===== src/rtl/conv_sup_pkg.sv =====
package conv_sup_pkg;

    localparam int NUM_FLAGS = 5;
    localparam int FL_BAT    = 0;
    localparam int FL_REG    = 1;
    localparam int FL_STOP   = 2;
    localparam int FL_HOT    = 3;
    localparam int FL_COOL   = 4;

    typedef enum logic [2:0] {
        ST_IDLE  = 3'd0,
        ST_START = 3'd1,
        ST_RUN   = 3'd2,
        ST_HOT   = 3'd3,
        ST_HALT  = 3'd4,
        ST_SHDN  = 3'd5
    } sup_state_e;

    typedef struct packed {
        sup_state_e state;
        logic       stop_prev;
    } sup_fsm_t;

endpackage


===== src/rtl/sup_flag_filter.sv =====
module sup_flag_filter #(
    parameter int LEN = 4
) (
    input  logic clk,
    input  logic rst_n,
    input  logic raw_i,
    output logic flt_o
);
    localparam int CW = (LEN > 1) ? $clog2(LEN) : 1;

    typedef struct packed {
        logic          val;
        logic [CW-1:0] cnt;
    } filt_t;

    filt_t cur_q, nxt_d;

    always_comb begin
        nxt_d = cur_q;
        if (raw_i != cur_q.val) begin
            if (cur_q.cnt == CW'(LEN - 1)) begin
                nxt_d.val = raw_i;
                nxt_d.cnt = '0;
            end else begin
                nxt_d.cnt = cur_q.cnt + 1'b1;
            end
        end else begin
            nxt_d.cnt = '0;
        end
    end

    always_ff @(posedge clk or negedge rst_n) begin
        if (!rst_n) cur_q <= '0;
        else        cur_q <= nxt_d;
    end

    assign flt_o = cur_q.val;
endmodule


===== src/rtl/sup_pulse_gen.sv =====
module sup_pulse_gen #(
    parameter int LEN_W = 8
) (
    input  logic             clk,
    input  logic             rst_n,
    input  logic             run_i,
    input  logic             gate_i,
    input  logic [LEN_W-1:0] on_len_i,
    input  logic [LEN_W-1:0] off_len_i,
    output logic             pulse_o
);
    typedef struct packed {
        logic             phase_on;
        logic [LEN_W-1:0] cnt;
    } pg_t;

    pg_t cur_q, nxt_d;
    logic [LEN_W-1:0] lim;
    logic [LEN_W-1:0] last;

    always_comb begin
        nxt_d = cur_q;
        lim   = cur_q.phase_on ? on_len_i : off_len_i;
        last  = (lim == '0) ? '0 : lim - 1'b1;
        if (!run_i) begin
            nxt_d.phase_on = 1'b1;
            nxt_d.cnt      = '0;
        end else if (cur_q.cnt >= last) begin
            nxt_d.phase_on = ~cur_q.phase_on;
            nxt_d.cnt      = '0;
        end else begin
            nxt_d.cnt = cur_q.cnt + 1'b1;
        end
    end

    always_ff @(posedge clk or negedge rst_n) begin
        if (!rst_n) cur_q <= '{phase_on: 1'b1, cnt: '0};
        else        cur_q <= nxt_d;
    end

    assign pulse_o = run_i & cur_q.phase_on & ~gate_i;
endmodule


===== src/rtl/sup_state_ctrl.sv =====
module sup_state_ctrl
    import conv_sup_pkg::*;
(
    input  logic                 clk,
    input  logic                 rst_n,
    input  logic [NUM_FLAGS-1:0] flags_i,
    input  logic                 shdn_i,
    input  logic                 pwm_mode_i,
    output logic                 su_en_o,
    output logic                 main_en_o,
    output logic                 sw_off_o,
    output logic                 soft_lim_o
);
    sup_fsm_t cur_q, nxt_d;
    logic bat_f, reg_f, stop_f, hot_f, cool_f, stop_fall;

    assign bat_f  = flags_i[FL_BAT];
    assign reg_f  = flags_i[FL_REG];
    assign stop_f = flags_i[FL_STOP];
    assign hot_f  = flags_i[FL_HOT];
    assign cool_f = flags_i[FL_COOL];
    assign stop_fall = cur_q.stop_prev & ~stop_f;

    always_comb begin
        nxt_d           = cur_q;
        nxt_d.stop_prev = stop_f;
        if (shdn_i) begin
            nxt_d.state = ST_SHDN;
        end else begin
            unique case (cur_q.state)
                ST_SHDN:  nxt_d.state = ST_IDLE;
                ST_IDLE:  if (bat_f) nxt_d.state = ST_START;
                ST_START: begin
                    if (stop_fall)   nxt_d.state = ST_HALT;
                    else if (!bat_f) nxt_d.state = ST_IDLE;
                    else if (reg_f)  nxt_d.state = ST_RUN;
                end
                ST_RUN: begin
                    if (stop_fall)                nxt_d.state = ST_HALT;
                    else if (pwm_mode_i && hot_f) nxt_d.state = ST_HOT;
                    else if (!reg_f)              nxt_d.state = ST_START;
                end
                ST_HOT: begin
                    if (stop_fall)   nxt_d.state = ST_HALT;
                    else if (cool_f) nxt_d.state = ST_START;
                end
                ST_HALT:  nxt_d.state = ST_HALT;
                default:  nxt_d.state = ST_IDLE;
            endcase
        end
    end

    always_ff @(posedge clk or negedge rst_n) begin
        if (!rst_n) cur_q <= '{state: ST_IDLE, stop_prev: 1'b0};
        else        cur_q <= nxt_d;
    end

    assign su_en_o    = (cur_q.state == ST_START);
    assign main_en_o  = (cur_q.state == ST_RUN);
    assign soft_lim_o = (cur_q.state == ST_START);
    assign sw_off_o   = ~(su_en_o | main_en_o);
endmodule


===== src/rtl/conv_start_supervisor.sv =====
module conv_start_supervisor
    import conv_sup_pkg::*;
#(
    parameter int FILT_LEN = 4,
    parameter int LEN_W    = 8
) (
    input  logic             clk,
    input  logic             rst_n,
    input  logic             bat_ok_i,
    input  logic             reg_ok_i,
    input  logic             above_stop_i,
    input  logic             hot_i,
    input  logic             cool_i,
    input  logic             shdn_i,
    input  logic             pwm_mode_i,
    input  logic [LEN_W-1:0] su_on_len_i,
    input  logic [LEN_W-1:0] su_off_len_i,
    output logic             su_en_o,
    output logic             main_en_o,
    output logic             sw_off_o,
    output logic             soft_lim_o,
    output logic             su_pulse_o
);
    logic [NUM_FLAGS-1:0] raw_flags;
    logic [NUM_FLAGS-1:0] flt_flags;

    always_comb begin
        raw_flags          = '0;
        raw_flags[FL_BAT]  = bat_ok_i;
        raw_flags[FL_REG]  = reg_ok_i;
        raw_flags[FL_STOP] = above_stop_i;
        raw_flags[FL_HOT]  = hot_i;
        raw_flags[FL_COOL] = cool_i;
    end

    for (genvar gi = 0; gi < NUM_FLAGS; gi++) begin : g_filt
        sup_flag_filter #(.LEN(FILT_LEN)) u_filt (
            .clk   (clk),
            .rst_n (rst_n),
            .raw_i (raw_flags[gi]),
            .flt_o (flt_flags[gi])
        );
    end

    sup_state_ctrl u_ctrl (
        .clk        (clk),
        .rst_n      (rst_n),
        .flags_i    (flt_flags),
        .shdn_i     (shdn_i),
        .pwm_mode_i (pwm_mode_i),
        .su_en_o    (su_en_o),
        .main_en_o  (main_en_o),
        .sw_off_o   (sw_off_o),
        .soft_lim_o (soft_lim_o)
    );

    sup_pulse_gen #(.LEN_W(LEN_W)) u_pulse (
        .clk       (clk),
        .rst_n     (rst_n),
        .run_i     (su_en_o),
        .gate_i    (main_en_o),
        .on_len_i  (su_on_len_i),
        .off_len_i (su_off_len_i),
        .pulse_o   (su_pulse_o)
    );
endmodule


===== config.mk =====
export PLATFORM = sky130hd
export DESIGN_NAME = conv_start_supervisor
export DESIGN_NICKNAME = d
export VERILOG_FILES = /design/src/rtl/conv_sup_pkg.sv /design/src/rtl/sup_flag_filter.sv /design/src/rtl/sup_pulse_gen.sv /design/src/rtl/sup_state_ctrl.sv /design/src/rtl/conv_start_supervisor.sv
export SDC_FILE = /design/constraint.sdc
export NUM_CORES = 1
export LEC_CHECK = 0
export ABC_AREA = 1
export ABC_CLOCK_PERIOD_IN_PS = 2400
export BUFFER_PORTS_ARGS = -buffer_cell sky130_fd_sc_hd__buf_2
export CAP_MARGIN = 10
export CELL_PAD_IN_SITES_DETAIL_PLACEMENT = 2
export CELL_PAD_IN_SITES_GLOBAL_PLACEMENT = 2
export CORE_AREA = 2 2 87 89
export CTS_CLUSTER_SIZE = 30
export DETAILED_ROUTE_END_ITERATION = 16
export DIE_AREA = 0 0 89 91
export GPL_TIMING_DRIVEN = 0
export PLACE_DENSITY = 0.74
export SLEW_MARGIN = 10
export SYNTH_ARGS = -nofsm -noshare
export SYNTH_HDL_FRONTEND = slang
export SYNTH_HIERARCHICAL = 1
export SYNTH_SLANG_ARGS = --single-unit

===== constraint.sdc =====
create_clock -name clk -period 2.4 [get_ports clk]
set_input_delay 0.24 -clock clk [delete_from_list [all_inputs] [get_ports clk]]
set_output_delay 0.24 -clock clk [all_outputs]
set_load 0.01 [all_outputs]

==> flow_metrics.env, run 1 <==
export IMPL_outcome="finished with violations"
export IMPL_failed_checks="hold timing, setup timing"
export IMPL_worst_ep_arrival_time_ps=2660
export IMPL_buffer_ports_inserted=29
export IMPL_ctsRootBufferMaster="sky130_fd_sc_hd__clkbuf_8"
export IMPL_global_route_usage_total_pct=14.0
export IMPL_synth_top_flop_cell="sky130_fd_sc_hd__dfrtp_1"
export IMPL_grt_busiest_layer="met2"
export IMPL_max_clock_path_buffers=2
export IMPL_share_of_synthesized_cell_area_in_full_adder_half_adder_and_majority_cells_pct=9.50
export IMPL_synth_compound_gate_area_share_pct=5.95
export IMPL_die_area_sq_um=8100
export IMPL_finalCriticalPeriod_ps=2430
export IMPL_timing_max_cap_violations=0
export IMPL_first_pass_grt_wire_length_microns=9130
export IMPL_final_layout_size_suffix_gt1_share_pct=31.3
export IMPL_setup_violations=7
export IMPL_insertion_delay_ps=280
export IMPL_worstHoldPathType="primary input to async pin"
export IMPL_final_max_slew_viol_count=0
export IMPL_final_core_utilization_pct=36.2
export IMPL_tritoncts="done"
export IMPL_synth_area_mux_share_pct=0
export IMPL_drt_pass1_iterations=4
export IMPL_global_route_usage_met3_pct=1.55
export IMPL_postSynthAreaPerCell_sq_um=7.03
export IMPL_timing_critical_path_fanout_max=7
export IMPL_remaining_drc_errors=0
export IMPL_unrepaired_setup_endpoints_after_global_routing="true"
export IMPL_worst_r2r_path_depth=15
export IMPL_synth_xor_area_share_pct=1.77
export IMPL_gr_total_overflow=0
export IMPL_floorplan_core_area_sq_um=7140
export IMPL_synth_top_area_share_pct=34.2
export IMPL_clock_sinks=28
export IMPL_synth_net_count=321
export IMPL_grt_met2_usage_pct=25.2
export IMPL_register_bit_total_from_synthesis=28
export IMPL_finalWeightedCongestion=0.686
export IMPL_main_combinational_cell_family_by_area_after_synthesis="simple AND/OR/NAND/NOR gates"
export IMPL_synthesis_instances=281
export IMPL_design_final_nets=364
export IMPL_layout_worst_path_cycle_share_pct=101
export IMPL_synth_top_cells_by_count="sky130_fd_sc_hd__nand2_1, sky130_fd_sc_hd__inv_1, sky130_fd_sc_hd__nor2_1"
export IMPL_synthMostInstantiatedCell="sky130_fd_sc_hd__nand2_1"
export IMPL_synth_edf_count=0
export IMPL_setup_ws_ps=-35.0
export IMPL_reg2reg_to="u_pulse/cur_q[8]"
export IMPL_drt_vias_per_instance=4.45
export IMPL_yosys_warnings=6
export IMPL_first_global_vias=2042
export IMPL_num_rows=31
export IMPL_setup_worst_path_start="u_pulse/cur_q[8]"
export IMPL_post_layout_nonfiller_instances=422
export IMPL_mappedNetlistArea_sq_um=1980
export IMPL_post_route_antenna_net_violation_count=0
export IMPL_floorplan_io_pins=30
export IMPL_report_final_hold_viol_count=27
export IMPL_synth_sequential_area_ratio_pct=35.5
export IMPL_worst_clock_skew_ps=8.75
export IMPL_tritoncts_num_buffers=3
export IMPL_finalWirelength_microns=5570
export IMPL_crit_reg2reg_launch="u_pulse/cur_q[8]"
export IMPL_power_leakage_nw=1.36
export IMPL_grt_use_met1_pct=18.2
export IMPL_detailroute_via_count=1876
export IMPL_power_density_nw_per_um2=890
export IMPL_area_delta_synth_final_pct=30.8
export IMPL_synth_lib_cells_used_distinct=26
export IMPL_grt_antenna_before_repair=0
export IMPL_r2r_slack_ps=-30
export IMPL_dp_cells=409
export IMPL_die_h_microns=91
export IMPL_worst_ir_drop_vdd_uv=286
export IMPL_die_width_microns=89
export IMPL_relSlewSlack_pct=54.8
export IMPL_routedWlPerCell_microns=13.2
export IMPL_asyncSetResetFlopFracSynth_pct=100
export IMPL_initialDrtViolationCount=22
export IMPL_starting_density_of_the_core_pct=27.7
export IMPL_pin_slew_with_the_least_headroom_to_its_limit_ps=678
export IMPL_finalPower_w=0.00230
export IMPL_crit_path_end_kind="flip-flop"
export IMPL_dp_hpwl_microns=4200
export IMPL_hold_ws_ps=-17.3
export IMPL_worst_setup_hold_path_clk_slew_ps=100
export IMPL_maximum_number_of_pins_on_one_net_before_global_route_repair=29
export IMPL_synth_largest_area_cell="sky130_fd_sc_hd__dfrtp_1"
export IMPL_synthSimpleGateAreaFrac_pct=36.0
export IMPL_cp_start_kind="flip-flop"
export IMPL_cts_htree_levels=1
export IMPL_antenna_cells_inserted=0
export IMPL_timing_critical_path_required_ps=2630
export IMPL_criticalPathCategory="flip-flop to flip-flop"
export IMPL_max_clock_freq_ghz=0.411
export IMPL_synthTopCellsByArea="sky130_fd_sc_hd__dfrtp_1, sky130_fd_sc_hd__nand2_1, sky130_fd_sc_hd__inv_1, sky130_fd_sc_hd__ha_1, sky130_fd_sc_hd__nor2_1"
cells in the final DEF (no fill, tap or decap), drive strengths merged, types with 2 or more instances in the layout:
master  count
inv        54
or2         5
nand2      83
nand4       2
ha         15
xor2        3
dfrtp      27
o21ai      16
nand3      22
clkbuf      4
nor2       44
buf        40
a21oi       4
critical path: stages (launching register included):
cell	delay [ps]
sky130_fd_sc_hd__dfstp_2	600
sky130_fd_sc_hd__buf_6	140
sky130_fd_sc_hd__buf_6	120
sky130_fd_sc_hd__nand2_1	80
sky130_fd_sc_hd__o21ai_2	80
sky130_fd_sc_hd__nand2_2	100
sky130_fd_sc_hd__buf_4	150
sky130_fd_sc_hd__o21ai_2	160
sky130_fd_sc_hd__nand3_2	110
sky130_fd_sc_hd__ha_4	290
sky130_fd_sc_hd__nand2_1	70
sky130_fd_sc_hd__nor2_2	110
sky130_fd_sc_hd__nand2_2	100
sky130_fd_sc_hd__nand2_4	130
sky130_fd_sc_hd__nand2_2	70
sky130_fd_sc_hd__nand2_1	60
per-stage QoR:
| stage | area (sq um) | TNS, ps | worst slack, ps | hold WS (ps) |
|---|---|---|---|---|
| 2_1_floorplan | 1980 | 0 | 32.2 | -55.6 |
| 4_1_cts | 2390 | 0 | 6.08 | 14.8 |
| 5_1_grt | 2580 | -1390 | -193 | 29.2 |
| 3_5_place_dp | 2240 | -3580 | -469 | 327 |
| 6_report | 2580 | -110 | -35.0 | -17.3 |
| 3_3_place_gp | 2240 | -3180 | -429 | 320 |
flip-flops by register name, summed over array words and instances, names as in the netlist:
| register | cells |
|---|---|
| g_filt.u_filt/cur_q | 10 |
| g_filt.u_filt/flt_o | 5 |
| u_ctrl/cur_q | 4 |
| u_pulse/cur_q | 9 |
logic make-up after synthesis:
logic type / after synthesis
buf+inv: 56
xor+xnor: 4
compound gates: 21
flops: 28
simple gates: 157
fa+ha+maj: 15
report_power, final:
| part | total (W) | switching [W] | internal, W |
|---|---|---|---|
| clock network | 0.000309 | 0.000162 | 0.000147 |
| logic | 0.00125 | 0.000749 | 0.000502 |
| registers | 0.000739 | 0.000117 | 0.000622 |
how the worst max path moves through the flow:
stage,to
5_1_grt,u_pulse/cur_q[8]
6_report,u_pulse/cur_q[8]
2_1_floorplan,u_pulse/cur_q[8]
3_5_place_dp,u_pulse/cur_q[5]
4_1_cts,u_pulse/cur_q[8]
3_3_place_gp,u_pulse/cur_q[8]
per-layer routing:
| layer | part of all wire [%] | vias to the layer above |
|---|---|---|
| li1 | - | 939 |
| met1 | 44 | 910 |
| met2 | 52 | 25 |
| met3 | 2.8 | 2 |
| met4 | 0.43 | 0 |
| met5 | 0 | - |
layout make-up:
class	count	area, sq um
Inverter	54	205
Timing Repair Buffer	38	224
Sequential cell	28	702
Tap cell	99	124
Clock buffer	4	55.1
Multi-Input combinational cell	197	1250
Buffer	2	18.8
Fill cell	877	4550
what timing repair did:
| item | in CTS | in global routing |
|---|---|---|
| hold buffers | 0 | 0 |
| pin swaps | 10 | 26 |
| cloned | 0 | 0 |
| buffers inserted | 4 | 5 |
| endpoints found under the setup margin | 9 | 9 |
| resized for setup | 16 | 37 |
Power figures use the tool's default switching activity.
==> run 2: changes to the inputs <==
==> constraint.sdc (replaced) <==
create_clock -name clk -period 2.4 [get_ports clk]
set_input_delay 0.12 -clock clk [delete_from_list [all_inputs] [get_ports clk]]
set_output_delay 0.12 -clock clk [all_outputs]
set_load 0.01 [all_outputs]
==> run 2 against run 1 <==
The run ends with setup timing left. Hold slack improved by 91 ps. Register-to-register slack about the same. Setup slack hardly changed. Clock power about the same. Via count increased by 0.21%. Global-route usage barely moved. Sequential cell count stayed put. Sequential power about the same. First-iteration DRC count down 23%. Design area grew 0.39%. Cell count increased by 0.24%.
==> flow_metrics.env, run 2 (synthesized netlist as in run 1, its figures left out) <==
export IMPL_outcome="finished with violations"
export IMPL_failed_checks="setup timing"
export IMPL_post_route_cell_area_sq_um=2590
export IMPL_power_share_combinational_pct=54.4
export IMPL_crit_path_end_kind="flip-flop"
export IMPL_max_clock_freq_ghz=0.411
export IMPL_tritoncts_num_buffers=3
export IMPL_tritoncts="done"
export IMPL_r2r_slack_ps=-30
export IMPL_report_final_hold_viol_count=0
export IMPL_timing_max_cap_violations=0
export IMPL_die_width_microns=89
export IMPL_die_h_microns=91
export IMPL_setup_worst_path_start="u_pulse/cur_q[8]"
export IMPL_worstHoldPathType="primary input to flip-flop"
export IMPL_max_clock_path_buffers=2
export IMPL_relSlewSlack_pct=55.0
export IMPL_post_route_antenna_net_violation_count=0
export IMPL_dp_hpwl_microns=4200
export IMPL_finalCriticalPeriod_ps=2430
export IMPL_detailroute_via_count=1880
export IMPL_global_route_usage_total_pct=14.1
export IMPL_antenna_cells_inserted=0
export IMPL_largest_register="g_filt.u_filt/cur_q"
export IMPL_final_core_utilization_pct=36.3
export IMPL_seqPwrFrac_pct=32.1
export IMPL_hold_ws_ps=73.5
export IMPL_fillers=879
export IMPL_grt_antenna_before_repair=0
export IMPL_num_rows=31
export IMPL_power_density_nw_per_um2=887
export IMPL_drt_vias_per_instance=4.44
export IMPL_dp_slack_ps=-469
export IMPL_worst_ir_drop_vdd_uv=286
export IMPL_area_delta_synth_final_pct=31.3
export IMPL_worst_clock_skew_ps=8.75
export IMPL_crit_family="simple AND/OR/NAND/NOR gates"
export IMPL_gr_total_overflow=0
export IMPL_p_sw_w=0.00103
export IMPL_unrepaired_setup_endpoints_after_global_routing="true"
export IMPL_cts_htree_levels=1
export IMPL_cp_slowest_cell="sky130_fd_sc_hd__dfstp_2"
export IMPL_timing_critical_path_to="u_pulse/cur_q[8]"
export IMPL_worst_path_buf_inv=3
export IMPL_buffer_ports_inserted=29
export IMPL_drt_pass1_iterations=4
export IMPL_placedInstanceArea_sq_um=2240
export IMPL_mostFrequentLayoutCell="sky130_fd_sc_hd__nand2_1"
export IMPL_worst_setup_hold_path_clk_slew_ps=110
export IMPL_finalWirelength_microns=5580
export IMPL_ctsRootBufferMaster="sky130_fd_sc_hd__clkbuf_8"
export IMPL_seq_area_sq_um=702
export IMPL_cell_internal_pwr_w=0.00127
export IMPL_worst_ep_arrival_time_ps=2660
export IMPL_crit_reg2reg_launch="u_pulse/cur_q[8]"
export IMPL_floorplan_core_area_sq_um=7140
export IMPL_first_global_vias=2048
export IMPL_reg2reg_to="u_pulse/cur_q[8]"
export IMPL_max_stage_delay_ps=600
export IMPL_multi_input_comb_area_sq_um=1250
export IMPL_path_depth=15
export IMPL_timing_critical_path_required_ps=2630
export IMPL_cp_start_kind="flip-flop"
export IMPL_clock_sinks=28
export IMPL_finalWeightedCongestion=0.686
export IMPL_criticalPathCategory="flip-flop to flip-flop"
export IMPL_starting_density_of_the_core_pct=27.7
export IMPL_final_cell_mix="sky130_fd_sc_hd__nand2_1, sky130_fd_sc_hd__inv_1, sky130_fd_sc_hd__nor2_1, sky130_fd_sc_hd__buf_2, sky130_fd_sc_hd__dfrtp_1"
export IMPL_clock_power_share_pct=13.5
export IMPL_design_final_nets=365
export IMPL_floorplan_io_pins=30
export IMPL_pin_slew_with_the_least_headroom_to_its_limit_ps=674
export IMPL_initialDrtViolationCount=17
export IMPL_insertion_delay_ps=280
export IMPL_setup_ws_ps=-35.0
export IMPL_layout_worst_path_cycle_share_pct=101
export IMPL_die_area_sq_um=8100
export IMPL_dp_cells=409
export IMPL_setup_violations=7
export IMPL_power_leakage_nw=1.37
export IMPL_final_layout_size_suffix_gt1_share_pct=31.2
export IMPL_first_pass_grt_wire_length_microns=9140
export IMPL_maximum_number_of_pins_on_one_net_before_global_route_repair=29
export IMPL_remaining_drc_errors=0
export IMPL_routedWlPerCell_microns=13.2
export IMPL_timing_critical_path_fanout_max=7
export IMPL_post_layout_nonfiller_instances=423
export IMPL_critical_path_cell_chain="buf_6 -> buf_6 -> nand2_1 -> o21ai_2 -> nand2_2 -> buf_4 -> o21ai_2 -> nand3_2 -> ha_4 -> nand2_1 -> nor2_2 -> nand2_2 -> nand2_4 -> nand2_2 -> nand2_1"
export IMPL_worst_r2r_path_depth=15
export IMPL_p_sw_share_pct=44.7
export IMPL_final_max_slew_viol_count=0
export IMPL_number_of_flip_flops_in_the_largest_register=10
[run 2: cell count changes in the layout (fill, tap and decap cells not counted), sizes merged]
| cell | change |
|---|---|
| dlygate4sd3 | +1 |
[run 2: power groups by stage]
stage	clock (W)	sequential, W	combinational (W)
3_3_place_gp	0	0.000740	0.000905
3_5_place_dp	0	0.000755	0.000969
6_report	0.000309	0.000739	0.00125
4_1_cts	0.000318	0.000739	0.00108
5_1_grt	0.000334	0.000765	0.00145
2_1_floorplan	0	0.000713	0.000715
[run 2: tightest hold or removal path: stages]
cell and delay, ps:
sky130_fd_sc_hd__buf_2 100, sky130_fd_sc_hd__nand2_1 50, sky130_fd_sc_hd__o21ai_0 60
[run 2: worst min path at each step]
stage | start | to | slack (ps) | depth (start not counted)
final | above_stop_i | g_filt[2].u_filt/flt_o | 70 | 3
after global routing | hot_i | g_filt[3].u_filt/flt_o | 100 | 3
after CTS | above_stop_i | g_filt[2].u_filt/flt_o | 80 | 3
after detailed placement | rst_n | g_filt[3].u_filt/cur_q[0] | 210 | 1
after global placement | rst_n | g_filt[3].u_filt/cur_q[1] | 200 | 1
after floorplan | rst_n | g_filt[0].u_filt/cur_q[0] | -180 | 0
[run 2: repair_timing]
action / in CTS / in global routing
pin swaps: 10 / 26
setup buffers: 4 / 5
hold buffers: 1 / 0
hold endpoints to repair: 27 / 0
endpoints found under the setup margin: 9 / 9
resized for setup: 16 / 37
[run 2: metal layers]
metal  up-vias  wire [microns]  global-route usage (%)
met4         0              24                    2.24
met2        25            2920                    25.2
li1        941               -                       -
met1       912            2470                    18.2
met3         2             157                    1.55
met5         -               0                       0
[run 2: layout make-up]
type | count | share of cell area [%]
multi-input combinational | 197 | 48.4
inverter | 54 | 7.91
timing repair buffer | 39 | 9.02
tap | 99 | 4.78
clock buffer | 4 | 2.12
buffer | 2 | 0.724
sequential | 28 | 27.1
[run 2: per-stage QoR]
stage	setup TNS, ps	power [W]
global route	-1390	0.00255
global placement	-3180	0.00164
detailed placement	-3580	0.00172
CTS	0	0.00214
floorplan	0	0.00143
finish	-110	0.00230
==> run 3: changes to the inputs <==
Settings changed: CELL_PAD_IN_SITES_DETAIL_PLACEMENT 2 to 0, CELL_PAD_IN_SITES_GLOBAL_PLACEMENT 2 to 1, CORE_AREA 2 2 87 89 to 2 2 77 79, DIE_AREA 0 0 89 91 to 0 0 79 81.
==> run 3 against run 2 <==
The run now ends clean. Combinational power is 9% lower. Register-to-register slack better by 50 ps. Sequential power is 2% lower. Fmax is 2.2% higher. Critical endpoint is now u_pulse/cur_q[0].
==> flow_metrics.env, run 3 (synthesized netlist as in run 1, its figures left out) <==
export IMPL_buffer_ports_inserted=29
export IMPL_antenna_cells_inserted=0
export IMPL_relSlewSlack_pct=56.9
export IMPL_detailroute_via_count=1736
export IMPL_report_final_hold_viol_count=0
export IMPL_criticalPathCategory="flip-flop to flip-flop"
export IMPL_grt_antenna_before_repair=0
export IMPL_worst_ir_drop_vdd_uv=384
export IMPL_setup_total_negative_slack_ps=0
export IMPL_critPathMostFrequentCell="sky130_fd_sc_hd__nand2_2"
export IMPL_die_width_microns=79
export IMPL_worst_path_buf_inv=2
export IMPL_timing_critical_path_fanout_max=7
export IMPL_initialDrtViolationCount=33
export IMPL_max_clock_freq_ghz=0.420
export IMPL_cp_start_kind="flip-flop"
export IMPL_dp_hpwl_microns=3010
export IMPL_post_layout_nonfiller_instances=399
export IMPL_largest_register="g_filt.u_filt/cur_q"
export IMPL_post_route_antenna_net_violation_count=0
export IMPL_die_h_microns=81
export IMPL_hold_depth=3
export IMPL_max_stage_delay_ps=580
export IMPL_finalCriticalPeriod_ps=2380
export IMPL_global_route_usage_total_pct=13.0
export IMPL_max_clock_path_buffers=2
export IMPL_clock_sinks=28
export IMPL_unrepaired_setup_endpoints_after_global_routing="true"
export IMPL_cp_slowest_cell="sky130_fd_sc_hd__dfstp_2"
export IMPL_cts_htree_levels=1
export IMPL_design_final_nets=365
export IMPL_power_density_nw_per_um2=860
export IMPL_crit_path_end_kind="flip-flop"
export IMPL_first_pass_grt_wire_length_microns=6650
export IMPL_mostFrequentLayoutCell="sky130_fd_sc_hd__nand2_1"
export IMPL_finalWeightedCongestion=0.769
export IMPL_path_depth=16
export IMPL_drt_vias_per_instance=4.35
export IMPL_final_max_slew_viol_count=0
export IMPL_layout_worst_path_cycle_share_pct=99.3
export IMPL_timing_max_cap_violations=0
export IMPL_outcome="finished clean"
export IMPL_power_leakage_nw=1.37
export IMPL_placedInstanceArea_sq_um=2210
export IMPL_routedWlPerCell_microns=10.3
export IMPL_pin_slew_with_the_least_headroom_to_its_limit_ps=646
export IMPL_area_delta_synth_final_pct=27.1
export IMPL_tritoncts="done"
export IMPL_floorplan_core_area_sq_um=5680
export IMPL_die_area_sq_um=6400
export IMPL_worst_r2r_path_depth=16
export IMPL_final_cell_mix="sky130_fd_sc_hd__nand2_1, sky130_fd_sc_hd__inv_1, sky130_fd_sc_hd__nor2_1, sky130_fd_sc_hd__buf_2, sky130_fd_sc_hd__dfrtp_1"
export IMPL_num_rows=28
export IMPL_timing_critical_path_required_ps=2570
export IMPL_crit_family="simple AND/OR/NAND/NOR gates"
export IMPL_ctsRootBufferMaster="sky130_fd_sc_hd__clkbuf_8"
export IMPL_remaining_drc_errors=0
export IMPL_finalWirelength_microns=4100
export IMPL_setup_violations=0
export IMPL_worst_setup_hold_path_clk_slew_ps=100
export IMPL_tritoncts_num_buffers=3
export IMPL_final_layout_size_suffix_gt1_share_pct=29.0
export IMPL_dp_cells=385
export IMPL_insertion_delay_ps=270
export IMPL_drt_pass1_iterations=4
export IMPL_floorplan_io_pins=30
export IMPL_worst_clock_skew_ps=6.41
export IMPL_number_of_flip_flops_in_the_largest_register=10
export IMPL_gr_total_overflow=0
export IMPL_worst_ep_arrival_time_ps=2550
export IMPL_worstHoldPathType="primary input to flip-flop"
export IMPL_critical_path_cell_chain="buf_6 -> nand2_2 -> nand2_4 -> ha_4 -> nand2_4 -> nor2_4 -> nand2_2 -> nand2_2 -> o21ai_2 -> ha_1 -> nand2_2 -> nor2_1 -> nor2_2 -> buf_6 -> nand2_4 -> nor2_1"
export IMPL_post_route_cell_area_sq_um=2510
export IMPL_starting_density_of_the_core_pct=34.8
export IMPL_maximum_number_of_pins_on_one_net_before_global_route_repair=29
export IMPL_first_global_vias=1566
run 3: what timing repair did:
| action | CTS | global route |
|---|---|---|
| endpoints found under the setup margin | 9 | 9 |
| resized for setup | 14 | 28 |
| gates cloned | 0 | 0 |
| buffers inserted | 7 | 2 |
| pin swaps | 11 | 17 |
| endpoints found under the hold margin | 27 | 0 |
| hold buffers | 1 | 0 |
run 3: through the flow:
step                worst slack (ps)  hold slack, ps  power, W  util [%]
CTS                             20.5            71.5   0.00206      42.1
detailed placement              -343             193   0.00165      39.0
finish                          17.1            75.8   0.00216      44.2
global route                    -130            98.6   0.00238      44.2
global placement                -338             193   0.00162      39.0
floorplan                       32.2            -176   0.00143         -
run 3: path summary, 6_finish.rpt:
| kind | from | to | slack [ps] |
|---|---|---|---|
| max in group asynchronous | rst_n | g_filt[0].u_filt/cur_q[0] | 1580 |
| max reg2reg | u_pulse/cur_q[8] | u_pulse/cur_q[0] | 20 |
| min reg2reg | g_filt[2].u_filt/flt_o | u_ctrl/cur_q[0] | 470 |
| min in group asynchronous | rst_n | g_filt[1].u_filt/flt_o | 400 |
| min | above_stop_i | g_filt[2].u_filt/flt_o | 80 |
| max | u_pulse/cur_q[8] | u_pulse/cur_q[0] | 20 |
run 3: worst min-delay path: cells and delay by family:
family / cells / cell delay, ps
simple gates: 1 / 50
compound gates: 1 / 60
buf+inv: 1 / 100
run 3: cell type report:
| cell class | count | area (sq um) |
|---|---|---|
| Multi-Input combinational cell | 197 | 1200 |
| Fill cell | 604 | 3160 |
| Buffer | 2 | 18.8 |
| Tap cell | 75 | 93.8 |
| Sequential cell | 28 | 702 |
| Inverter | 54 | 203 |
| Clock buffer | 4 | 55.1 |
| Timing Repair Buffer | 39 | 238 |
run 3: routing by layer:
| layer | share of wire (%) | up-vias | track usage [%] |
|---|---|---|---|
| met2 | 46 | 28 | 22.2 |
| li1 | - | 946 | - |
| met4 | 0.61 | 0 | 3.62 |
| met1 | 49 | 760 | 17.1 |
| met3 | 4.3 | 2 | 2.11 |
| met5 | 0 | - | 0 |
run 3: power breakdown:
group / internal, W / total [W] / switching, W
registers: 0.000622 / 0.000724 / 0.000101
clock network: 0.000147 / 0.000297 / 0.000150
logic: 0.000482 / 0.00114 / 0.000657
